`src/rtl/rps_pkg.sv`:
```
package rps_pkg;
  typedef enum logic [1:0] {
    CMD_NONE = 2'd0,
    CMD_PREA = 2'd1,
    CMD_REF  = 2'd2,
    CMD_SRE  = 2'd3
  } seq_cmd_e;

  typedef enum logic [2:0] {
    ST_IDLE, ST_PRE, ST_REF, ST_PD, ST_PDX, ST_SR, ST_SRX
  } seq_st_e;
endpackage

```
`src/rtl/rps_interval.sv`:
```
module rps_interval #(
  parameter int REFI_CLKS = 1560
) (
  input  logic clk,
  input  logic rst_n,
  input  logic hold,
  output logic tick
);
  localparam int W = $clog2(REFI_CLKS);
  localparam logic [W-1:0] RELOAD = W'(REFI_CLKS - 1);

  logic [W-1:0] cnt_q, cnt_d;

  always_comb begin
    tick = !hold && (cnt_q == '0);
    if (hold || cnt_q == '0) cnt_d = RELOAD;
    else                     cnt_d = cnt_q - W'(1);
  end

  always_ff @(posedge clk or negedge rst_n) begin
    if (!rst_n) cnt_q <= RELOAD;
    else        cnt_q <= cnt_d;
  end
endmodule

```
`src/rtl/rps_debt.sv`:
```
module rps_debt #(
  parameter int MAX_DEBT = 8,
  parameter int DW       = $clog2(MAX_DEBT + 2)
) (
  input  logic          clk,
  input  logic          rst_n,
  input  logic          tick,
  input  logic          dec,
  input  logic          clr,
  output logic [DW-1:0] debt,
  output logic          pending,
  output logic          at_max
);
  logic [DW-1:0] debt_d;

  always_comb begin
    if (clr)               debt_d = '0;
    else if (tick && !dec) debt_d = debt + DW'(1);
    else if (dec && !tick) debt_d = debt - DW'(1);
    else                   debt_d = debt;
  end

  always_ff @(posedge clk or negedge rst_n) begin
    if (!rst_n) debt <= '0;
    else        debt <= debt_d;
  end

  assign pending = (debt != '0);
  assign at_max  = (debt >= DW'(MAX_DEBT));
endmodule

```
`src/rtl/rps_read_gate.sv`:
```
module rps_read_gate #(
  parameter int SRX_READ_CLKS = 200
) (
  input  logic clk,
  input  logic rst_n,
  input  logic load,
  output logic rd_ok
);
  localparam int RW = $clog2(SRX_READ_CLKS + 1);

  logic [RW-1:0] cnt_q, cnt_d;

  always_comb begin
    if (load)              cnt_d = RW'(SRX_READ_CLKS);
    else if (cnt_q != '0)  cnt_d = cnt_q - RW'(1);
    else                   cnt_d = cnt_q;
  end

  always_ff @(posedge clk or negedge rst_n) begin
    if (!rst_n) cnt_q <= '0;
    else        cnt_q <= cnt_d;
  end

  assign rd_ok = (cnt_q == '0);
endmodule

```
`src/rtl/rps_fsm.sv`:
```
module rps_fsm
  import rps_pkg::*;
#(
  parameter int RFC_CLKS         = 14,
  parameter int RP_CLKS          = 4,
  parameter int SRX_NONREAD_CLKS = 15,
  parameter int PDX_CLKS         = 1
) (
  input  logic     clk,
  input  logic     rst_n,
  input  logic     pd_req,
  input  logic     sr_req,
  input  logic     banks_idle,
  input  logic     pending,
  input  logic     at_max,
  output seq_st_e  state,
  output seq_cmd_e cmd,
  output logic     issue_ref,
  output logic     enter_sr,
  output logic     leave_sr,
  output logic     idle_free
);
  localparam int M1   = (RFC_CLKS > RP_CLKS) ? RFC_CLKS : RP_CLKS;
  localparam int M2   = (SRX_NONREAD_CLKS > PDX_CLKS) ? SRX_NONREAD_CLKS : PDX_CLKS;
  localparam int TMAX = (M1 > M2) ? M1 : M2;
  localparam int TW   = $clog2(TMAX + 1);

  seq_st_e       st_d;
  seq_cmd_e      cmd_d;
  logic [TW-1:0] tmr_q, tmr_d;
  logic          tgt_sr_q, tgt_sr_d;

  always_comb begin
    st_d     = state;
    cmd_d    = CMD_NONE;
    tgt_sr_d = tgt_sr_q;
    tmr_d    = (tmr_q != '0) ? tmr_q - TW'(1) : tmr_q;
    unique case (state)
      ST_IDLE: begin
        if (sr_req || pending) begin
          if (!banks_idle) begin
            st_d     = ST_PRE;
            cmd_d    = CMD_PREA;
            tmr_d    = TW'(RP_CLKS - 1);
            tgt_sr_d = sr_req;
          end else if (sr_req) begin
            st_d  = ST_SR;
            cmd_d = CMD_SRE;
          end else begin
            st_d  = ST_REF;
            cmd_d = CMD_REF;
            tmr_d = TW'(RFC_CLKS - 1);
          end
        end else if (pd_req) begin
          st_d = ST_PD;
        end
      end
      ST_PRE: begin
        if (tmr_q == '0) begin
          if (tgt_sr_q) begin
            st_d  = ST_SR;
            cmd_d = CMD_SRE;
          end else begin
            st_d  = ST_REF;
            cmd_d = CMD_REF;
            tmr_d = TW'(RFC_CLKS - 1);
          end
        end
      end
      ST_REF, ST_PDX, ST_SRX: begin
        if (tmr_q == '0) st_d = ST_IDLE;
      end
      ST_PD: begin
        if (!pd_req || sr_req || at_max) begin
          st_d  = ST_PDX;
          tmr_d = TW'(PDX_CLKS - 1);
        end
      end
      ST_SR: begin
        if (!sr_req) begin
          st_d  = ST_SRX;
          tmr_d = TW'(SRX_NONREAD_CLKS - 1);
        end
      end
      default: st_d = ST_IDLE;
    endcase
  end

  assign issue_ref = (cmd_d == CMD_REF);
  assign enter_sr  = (cmd_d == CMD_SRE);
  assign leave_sr  = (state == ST_SR) && (st_d == ST_SRX);
  assign idle_free = (state == ST_IDLE) && !sr_req && !pending && !pd_req;

  always_ff @(posedge clk or negedge rst_n) begin
    if (!rst_n) begin
      state    <= ST_IDLE;
      cmd      <= CMD_NONE;
      tmr_q    <= '0;
      tgt_sr_q <= 1'b0;
    end else begin
      state    <= st_d;
      cmd      <= cmd_d;
      tmr_q    <= tmr_d;
      tgt_sr_q <= tgt_sr_d;
    end
  end
endmodule

```
`src/rtl/refresh_pwr_seq.sv`:
```
module refresh_pwr_seq
  import rps_pkg::*;
#(
  parameter int REFI_CLKS        = 1560,
  parameter int MAX_DEBT         = 8,
  parameter int RFC_CLKS         = 14,
  parameter int RP_CLKS          = 4,
  parameter int SRX_NONREAD_CLKS = 15,
  parameter int SRX_READ_CLKS    = 200,
  parameter int PDX_CLKS         = 1
) (
  input  logic       clk,
  input  logic       rst_n,
  input  logic       pd_req,
  input  logic       sr_req,
  input  logic       banks_idle,
  output logic       cke,
  output logic       cmd_valid,
  output logic [1:0] cmd_code,
  output logic       ready_nonread,
  output logic       ready_read
);
  localparam int DW = $clog2(MAX_DEBT + 2);

  seq_st_e       st;
  seq_cmd_e      cmd_e;
  logic          tick, issue_ref, enter_sr, leave_sr;
  logic          pending, at_max, rd_ok, idle_free;
  logic [DW-1:0] debt_w;

  rps_interval #(.REFI_CLKS(REFI_CLKS)) u_interval (
    .clk(clk), .rst_n(rst_n), .hold(st == ST_SR), .tick(tick)
  );

  rps_debt #(.MAX_DEBT(MAX_DEBT), .DW(DW)) u_debt (
    .clk(clk), .rst_n(rst_n), .tick(tick), .dec(issue_ref), .clr(enter_sr),
    .debt(debt_w), .pending(pending), .at_max(at_max)
  );

  rps_fsm #(
    .RFC_CLKS(RFC_CLKS), .RP_CLKS(RP_CLKS),
    .SRX_NONREAD_CLKS(SRX_NONREAD_CLKS), .PDX_CLKS(PDX_CLKS)
  ) u_fsm (
    .clk(clk), .rst_n(rst_n), .pd_req(pd_req), .sr_req(sr_req),
    .banks_idle(banks_idle), .pending(pending), .at_max(at_max),
    .state(st), .cmd(cmd_e), .issue_ref(issue_ref), .enter_sr(enter_sr),
    .leave_sr(leave_sr), .idle_free(idle_free)
  );

  rps_read_gate #(.SRX_READ_CLKS(SRX_READ_CLKS)) u_rd_gate (
    .clk(clk), .rst_n(rst_n), .load(leave_sr), .rd_ok(rd_ok)
  );

  assign cke           = !((st == ST_PD) || (st == ST_SR));
  assign cmd_valid     = (cmd_e != CMD_NONE);
  assign cmd_code      = cmd_e;
  assign ready_nonread = idle_free;
  assign ready_read    = idle_free && rd_ok;
endmodule

```
`config.mk`:
```
export PLATFORM = sky130hd
export DESIGN_NAME = refresh_pwr_seq
export DESIGN_NICKNAME = d
export VERILOG_FILES = /design/src/rtl/rps_pkg.sv /design/src/rtl/rps_interval.sv /design/src/rtl/rps_debt.sv /design/src/rtl/rps_read_gate.sv /design/src/rtl/rps_fsm.sv /design/src/rtl/refresh_pwr_seq.sv
export SDC_FILE = /design/constraint.sdc
export NUM_CORES = 1
export LEC_CHECK = 0
export ABC_CLOCK_PERIOD_IN_PS = 4059
export BUFFER_PORTS_ARGS = -buffer_cell sky130_fd_sc_hd__buf_4
export CORE_MARGIN = 8
export CORE_UTILIZATION = 60
export DETAILED_ROUTE_END_ITERATION = 10
export PLACE_DENSITY_LB_ADDON = 0.2
export SYNTH_ARGS = -nofsm -noshare
export SYNTH_HDL_FRONTEND = slang
export SYNTH_SLANG_ARGS = --single-unit
```
`constraint.sdc`:
```
create_clock -name clk -period 4.06 [get_ports clk]
set_clock_uncertainty 0.15 [all_clocks]
set_input_delay 0.406 -clock clk [delete_from_list [all_inputs] [get_ports clk]]
set_output_delay 0.406 -clock clk [all_outputs]
set_load 0.02 [all_outputs]
```
==> results of run 1 <==
==> flip-flops by register name, indices dropped and copies added, names as in the netlist <==
name and flops:
u_rd_gate.cnt_q 8, u_fsm.tmr_q 4, u_interval.cnt_q 11, u_fsm.tgt_sr_q 1
u_fsm.state 3, u_fsm.cmd 2, u_debt.debt 4
==> worst max-delay path, stage by stage (launching register included) <==
cell	delay, ns
dfrtp_1	0.43
or4_1	0.65
and3_2	0.27
a21oi_1	0.19
ha_1	0.25
inv_1	0.10
ha_1	0.35
a21oi_1	0.11
a211o_1	0.31
a211o_1	0.26
nand2_1	0.07
==> cells in the final DEF (no fill, tap or decap), types with 3 or more instances in the layout <==
| cell type | count |
|---|---|
| nor2_1 | 27 |
| dfrtp_1 | 27 |
| nand2_1 | 18 |
| a21oi_1 | 15 |
| inv_1 | 14 |
| buf_4 | 11 |
| nor3_1 | 9 |
| nand3_1 | 9 |
| o21ai_0 | 8 |
| xor2_1 | 6 |
| ha_1 | 6 |
| dfstp_2 | 6 |
| xnor2_1 | 5 |
| clkbuf_4 | 5 |
| nor2b_1 | 4 |
| nor3b_1 | 4 |
| or3_1 | 4 |
| or2_2 | 3 |
| o211ai_1 | 3 |
| nand3b_1 | 3 |
| nor4_1 | 3 |
| a211o_1 | 3 |
| nand4b_1 | 3 |
==> metal layers <==
layer	part of all wire, %	global-route usage, %
met1	46	20.23
met5	0	0
met4	1.2	6.000
met2	46	26.84
met3	6.8	5.220
==> worst min path at each step <==
stage | cells past startpoint | endpoint | slack, ns
2_1_floorplan | 0 | u_debt.debt[0]$_DFFE_PN0P_ | -0.04
3_3_place_gp | 1 | u_fsm.cmd[0]$_DFF_PN0_ | 0.21
3_5_place_dp | 1 | u_fsm.cmd[0]$_DFF_PN0_ | 0.22
4_1_cts | 2 | u_fsm.tgt_sr_q$_DFFE_PN0P_ | 0.26
5_1_grt | 2 | u_fsm.tgt_sr_q$_DFFE_PN0P_ | 0.27
6_report | 2 | u_fsm.tgt_sr_q$_DFFE_PN0P_ | 0.27
==> power by group <==
| part | internal (mW) | total, mW | switching, mW |
|---|---|---|---|
| combinational | 0.308 | 0.664 | 0.356 |
| sequential | 0.486 | 0.664 | 0.178 |
| clock | 0.147 | 0.254 | 0.107 |
| total | 0.941 | 1.58 | 0.642 |
==> kinds of logic (layout without fill, tap and decap cells) <==
logic type,Yosys count,in the layout,share of synthesized area (%)
AO/OA/AOI/OAI,44,44,15.41
XOR/XNOR,11,11,5.006
adder cells (fa/ha/maj),7,7,4.941
buffers and inverters,21,34,4.161
flip-flops,33,33,43.30
multiplexers,1,1,0.7800
AND/OR/NAND/NOR,98,98,26.40
==> Yosys cell counts, types with 2 or more instances <==
| cell | count |
|---|---|
| a211o_1 | 3 |
| a21oi_1 | 15 |
| a221oi_1 | 2 |
| and2_1 | 2 |
| clkbuf_1 | 5 |
| dfrtp_1 | 27 |
| dfstp_2 | 6 |
| ha_1 | 6 |
| inv_1 | 14 |
| nand2_1 | 18 |
| nand3_1 | 9 |
| nand3b_1 | 3 |
| nand4b_1 | 3 |
| nor2_1 | 27 |
| nor2b_1 | 4 |
| nor3_1 | 9 |
| nor3b_1 | 4 |
| nor4_1 | 3 |
| o211ai_1 | 3 |
| o21ai_0 | 8 |
| o2bb2ai_1 | 2 |
| or2_2 | 3 |
| or3_1 | 4 |
| or3b_2 | 2 |
| or4_1 | 2 |
| xnor2_1 | 5 |
| xor2_1 | 6 |
==> metrics by stage <==
step	instances	total power, mW	worst slack, ns
floorplan	215	1.148	1.186
global placement	263	1.280	1.066
detailed placement	263	1.318	0.9421
CTS	272	1.579	0.8751
global route	272	1.716	0.6876
finish	272	1.582	0.8706
==> cell type report <==
type                       instances  area [µm²]  share of cell area (%)
clock buffer                       7       55.05                   2.585
multi-input combinational        161        1011                   47.47
clock inverter                     1       30.03                   1.410
sequential                        33       833.3                   39.13
inverter                          14       52.55                   2.468
tap                               44       55.05                   2.585
timing repair buffer              12       92.59                   4.348
==> summary.txt, run 1 <==
Place
  • Hpwl dp: 2842 µm
  • Routability-driven placement congestion ratio: 0.8981
  • Buffers on Ports: 10
  • DP Area: 0.002034 mm²

Route
  • Vias per Instance: 5.813
  • Vias: 1581
  • WL final: 3967 µm
  • DR WL/cell: 14.58 µm
  • Final ANT Viol Nets: 0
  • First-iteration detailed-routing DRC count: 106
  • DRC: 0
  • Initial DRT Pass Iterations: 4

Synthesis
  • Yosys top cell area share: 35.11%
  • Warnings from Yosys: 0
  • Async SR Flop Fraction: 100.0%
  • Gate Count Post-Synth: 215
  • Total of flip-flops plus latches after synthesis: 33
  • Post-synthesis sequential area ratio: 43.30%
  • Mapped Area: 0.001924 mm²
  • Synth cell types: 47
  • Syn_nets: 227
  • Cells taking the most area after synthesis: dfrtp_1 (35%), dfstp_2 (8.2%), nor2_1 (5.3%)
  • Syn Area/Cell: 8.950 µm²
  • Ys flop type: dfrtp_1
  • Post-synth EDFFs: 0
  • Synth area leader: dfrtp_1

Outcome
  • Outcome: finished, final reports clean

Min path
  • Hold Crit Start: sr_req
  • Worst Hold Class: input pin to flip-flop

Global route
  • Overall Global Routing Usage: 16.63%
  • Vias in the first global route: 1559
  • First-pass GRT wire length: 7010 µm
  • Initial antenna violation count: 0
  • Largest net degree at the start of global routing: 34
  • Overflow after GRT: 0

Pwr
  • Power Dens Cells: 743.0 mW/mm²
  • Maximum VDD drop: 451.3 µV
  • Leak pwr: 0.9200 nW

Clock network
  • Clock latency on the worst-skew pair: 0.33 ns
  • Reg clk slew, reported paths: 0.09 ns
  • CTS tree: built
  • Cts hold-fix bufs: 1
  • Clock Tree Buf Depth: 2
  • Setup bufs post-CTS: 0
  • Total CTS buffers: 5
  • CTS HTree Levels: 2
  • CTS Sinks: 33
  • CTS resizes: 0
  • Clk root buf: clkbuf_4

Timing
  • Worst Tran Pin Value: 0.6878 ns
  • Hold_ws: 0.2750 ns
  • Fin crit share: 78.56%
  • Peak Freq: 0.3135 GHz
  • Final Hold Viols: 0
  • Setup violators final: 0
  • Worst slew margin: 53.80%
  • RSZ-0062 raised after global routing: false
  • Final Max Slew Viols: 0
  • Crit path time final: 3.189 ns
  • Total Negative Setup Slacks: 0 ns

Layout
  • Final nets: 239
  • Filler cell count in the final layout: 256
  • Final Cell Area: 0.002130 mm²
  • Area delta synth->final: 10.66%
  • ANT cells: 0
  • Final core occ: 69.75%
  • Fraction of layout cells with a size suffix above 1: 14.91%

Floorplan
  • Rows: 20
  • Core ar.: 0.003053 mm²
  • Die H: 72.63 µm
  • Io pins: 11
  • Chip width: 72.63 µm
  • Initial Util: 63.03%
  • Full die area: 0.005275 mm²

Critical path
  • Data arrival, critical path: 3.31 ns
  • Worst setup EP type: flip-flop
  • Critical Path RT: 4.18 ns
  • R2r setup slk: 0.87 ns
  • Worst setup endpoint: u_debt.debt[3]$_DFFE_PN0P_
  • R2r endpoint: u_debt.debt[3]$_DFFE_PN0P_
  • Critical path class: flip-flop to flip-flop
  • Crit Path Max Fanout: 7
  • Origin of the worst setup path: u_debt.debt[0]$_DFFE_PN0P_
  • Crit path launch type: flip-flop
  • Reg2reg start: u_debt.debt[0]$_DFFE_PN0P_
  • R2R cell count: 10

Job
  • Number of max-cap violations: 0
No activity file was read; power rests on OpenSTA's default activity.
==> run 2, diff against run 1 <==
--- a/config.mk
+++ b/config.mk
@@ -5,7 +5,7 @@
 export SDC_FILE = /design/constraint.sdc
 export NUM_CORES = 1
 export LEC_CHECK = 0
-export ABC_CLOCK_PERIOD_IN_PS = 4059
+export ABC_CLOCK_PERIOD_IN_PS = 3050
 export BUFFER_PORTS_ARGS = -buffer_cell sky130_fd_sc_hd__buf_4
 export CORE_MARGIN = 8
 export CORE_UTILIZATION = 60
==> constraint.sdc (replaced) <==
create_clock -name clk -period 3.05 [get_ports clk]
set_clock_uncertainty 0.15 [all_clocks]
set_input_delay 0.305 -clock clk [delete_from_list [all_inputs] [get_ports clk]]
set_output_delay 0.305 -clock clk [all_outputs]
set_load 0.02 [all_outputs]
==> run 2 against run 1 <==
  * First-iteration DRC count grew 4.7%
  * Hold slack lost 0.12 ns
  * Register-to-register slack lost 0.84 ns
  * Wire length grew 13%
  * Non-clock buffer count grew 11
  * Via count grew 5.9%
  * Power grew 34%
  * Cell area grew 3.2%
  * Count of clock-buffer cells in the layout shrank 2
==> summary.txt, run 2 (synthesized netlist as in run 1, its figures left out) <==
Outcome
  • Outcome: finished, final reports clean

Critical path
  • Crit path launch type: flip-flop
  • Reg2reg start: u_debt.debt[0]$_DFFE_PN0P_
  • Critical Path RT: 3.19 ns (-0.99 ns)
  • R2r setup slk: 0.03 ns (-0.84 ns)
  • Data arrival, critical path: 3.16 ns (-0.15 ns)
  • R2r endpoint: u_debt.debt[3]$_DFFE_PN0P_
  • Worst setup endpoint: u_debt.debt[3]$_DFFE_PN0P_
  • R2R cell count: 10 (unchanged)
  • Crit Path Max Fanout: 4 (-3)
  • Critical path class: flip-flop to flip-flop
  • Worst setup EP type: flip-flop
  • Origin of the worst setup path: u_debt.debt[0]$_DFFE_PN0P_

Timing
  • Final Max Slew Viols: 0 (unchanged)
  • Fin crit share: 99.06% (+21 points)
  • Final Hold Viols: 0 (unchanged)
  • Worst Tran Pin Value: 0.6287 ns (-0.05907 ns)
  • Worst slew margin: 57.76% (+4.0 points)
  • Hold_ws: 0.1560 ns (-0.1190 ns)
  • Peak Freq: 0.3310 GHz (+5.6%)
  • Setup violators final: 0 (unchanged)
  • Crit path time final: 3.021 ns (-0.1681 ns)

Job
  • Number of max-cap violations: 0 (unchanged)

Route
  • Vias per Instance: 5.919 (+1.8%)
  • DRC: 0 (unchanged)
  • First-iteration detailed-routing DRC count: 111 (+4.7%)
  • WL final: 4478 µm (+13%)
  • DR WL/cell: 15.82 µm (+8.5%)
  • Final ANT Viol Nets: 0 (unchanged)
  • Vias: 1675 (+5.9%)
  • Initial DRT Pass Iterations: 4 (unchanged)

Floorplan
  • Chip width: 72.63 µm (unchanged)
  • Rows: 20 (unchanged)
  • Die H: 72.63 µm (unchanged)
  • Full die area: 0.005275 mm² (unchanged)
  • Initial Util: 63.03% (unchanged)
  • Io pins: 11 (unchanged)
  • Core ar.: 0.003053 mm² (unchanged)

Layout
  • ANT cells: 0 (unchanged)
  • Final nets: 250 (+4.6%)
  • Filler cell count in the final layout: 259 (+1.2%)
  • Fraction of layout cells with a size suffix above 1: 20.92% (+6.0 points)
  • Most frequent cells in the layout: nor2_1 (27), dfrtp_1 (27), buf_4 (22)
  • Largest registers: u_interval.cnt_q: 11 flops, u_rd_gate.cnt_q: 8 flops
  • Area delta synth->final: 14.17%
  • Reg with most FFs: u_interval.cnt_q
  • Largest register FFs: 11 (unchanged)
  • Layout Cells excl Fill: 283 (+4.0%)

Clock network
  • Clk root buf: clkbuf_4
  • Reg clk slew, reported paths: 0.11 ns (+0.02 ns)
  • CTS tree: built
  • CTS Sinks: 33 (unchanged)
  • Clock latency on the worst-skew pair: 0.35 ns (+0.02 ns)
  • Clock Tree Buf Depth: 2 (unchanged)
  • CTS HTree Levels: 2 (unchanged)
  • Total CTS buffers: 5 (unchanged)

Global route
  • Initial antenna violation count: 0 (unchanged)
  • Vias in the first global route: 1675 (+7.4%)
  • Largest net degree at the start of global routing: 34 (unchanged)
  • Overall Global Routing Usage: 17.62% (+0.99 points)
  • Overflow after GRT: 0 (unchanged)
  • First-pass GRT wire length: 7320 µm (+4.4%)

Place
  • Routability-driven placement congestion ratio: 0.9634 (+7.3%)
  • Hpwl dp: 3195 µm (+12%)
  • Buffers on Ports: 10 (unchanged)
  • Placed Cells: 269 (+2.3%)

Min path
  • Worst Hold Class: input pin to flip-flop

Pwr
  • Maximum VDD drop: 535.6 µV (+19%)
  • Leak pwr: 0.9627 nW (+4.6%)
  • Power Dens Cells: 961.8 mW/mm² (+29%)
## run 2: worst min path at each step
stage / startpoint / end / cells after the start
floorplan: rst_n / u_debt.debt[0]$_DFFE_PN0P_ / 0
global placement: rst_n / u_fsm.cmd[0]$_DFF_PN0_ / 1
detailed placement: rst_n / u_fsm.cmd[0]$_DFF_PN0_ / 1
CTS: sr_req / u_fsm.tgt_sr_q$_DFFE_PN0P_ / 2
global route: sr_req / u_fsm.tgt_sr_q$_DFFE_PN0P_ / 2
finish: sr_req / u_fsm.tgt_sr_q$_DFFE_PN0P_ / 2
## run 2: critical path, stage by stage (launching register included)
cell	delay, ns
dfrtp_1	0.43
or4_1	0.55
and3_2	0.24
a21oi_2	0.16
ha_2	0.24
inv_1	0.08
ha_1	0.35
a21oi_1	0.11
a211o_1	0.32
a211o_1	0.26
nand2_1	0.06
## run 2: power by group
| part | switching, mW | total, mW | internal [mW] | leakage, nW |
|---|---|---|---|---|
| Combinational | 0.557 | 1.03 | 0.475 | 0.533 |
| Clock | 0.156 | 0.243 | 0.0867 | 0.0310 |
| Sequential | 0.191 | 0.838 | 0.647 | 0.398 |
| Total | 0.905 | 2.11 | 1.21 | 0.963 |
## run 2: final cells by class
| cell class | instances | area [µm²] | area share [%] |
|---|---|---|---|
| Clock buffer | 5 | 37.54 | 1.708 |
| Sequential cell | 33 | 833.3 | 37.93 |
| Tap cell | 44 | 55.05 | 2.506 |
| Timing Repair Buffer | 23 | 175.2 | 7.973 |
| Clock inverter | 3 | 17.52 | 0.7973 |
| Multi-Input combinational cell | 161 | 1026 | 46.70 |
| Inverter | 14 | 52.55 | 2.392 |
## run 2: timing repair
item | in CTS | in global routing
buffers inserted | 0 | 5
hold endpoints to repair | 27 | 0
resized for setup | 0 | 4
endpoints found under the setup margin | 0 | 1
hold buffers | 1 | 0
## run 2: per-stage QoR
| step | util, % | power, mW | instance area (µm²) | setup TNS, ns | setup WS (ns) |
|---|---|---|---|---|---|
| 6_report | 71.97 | 2.113 | 2197 | 0 | 0.02870 |
| 5_1_grt | 71.97 | 2.276 | 2197 | -0.1008 | -0.1008 |
| 4_1_cts | 70.25 | 2.073 | 2145 | 0 | 0.02405 |
| 3_5_place_dp | 68.11 | 1.823 | 2079 | 0 | 0.07213 |
| 3_3_place_gp | 68.11 | 1.753 | 2079 | 0 | 0.2020 |
| 2_1_floorplan | - | 1.528 | 1924 | 0 | 0.1757 |
## run 2: routing by layer
metal | GRT usage [%] | share of wire [%] | vias up | routed length [µm]
met3 | 4.808 | 5.5 | 7 | 247
met1 | 20.93 | 42 | 802 | 1877
met2 | 29.03 | 51 | 60 | 2298
met4 | 7.556 | 1.2 | 0 | 55
li1 | - | - | 806 | -
met5 | 0 | 0 | - | 0
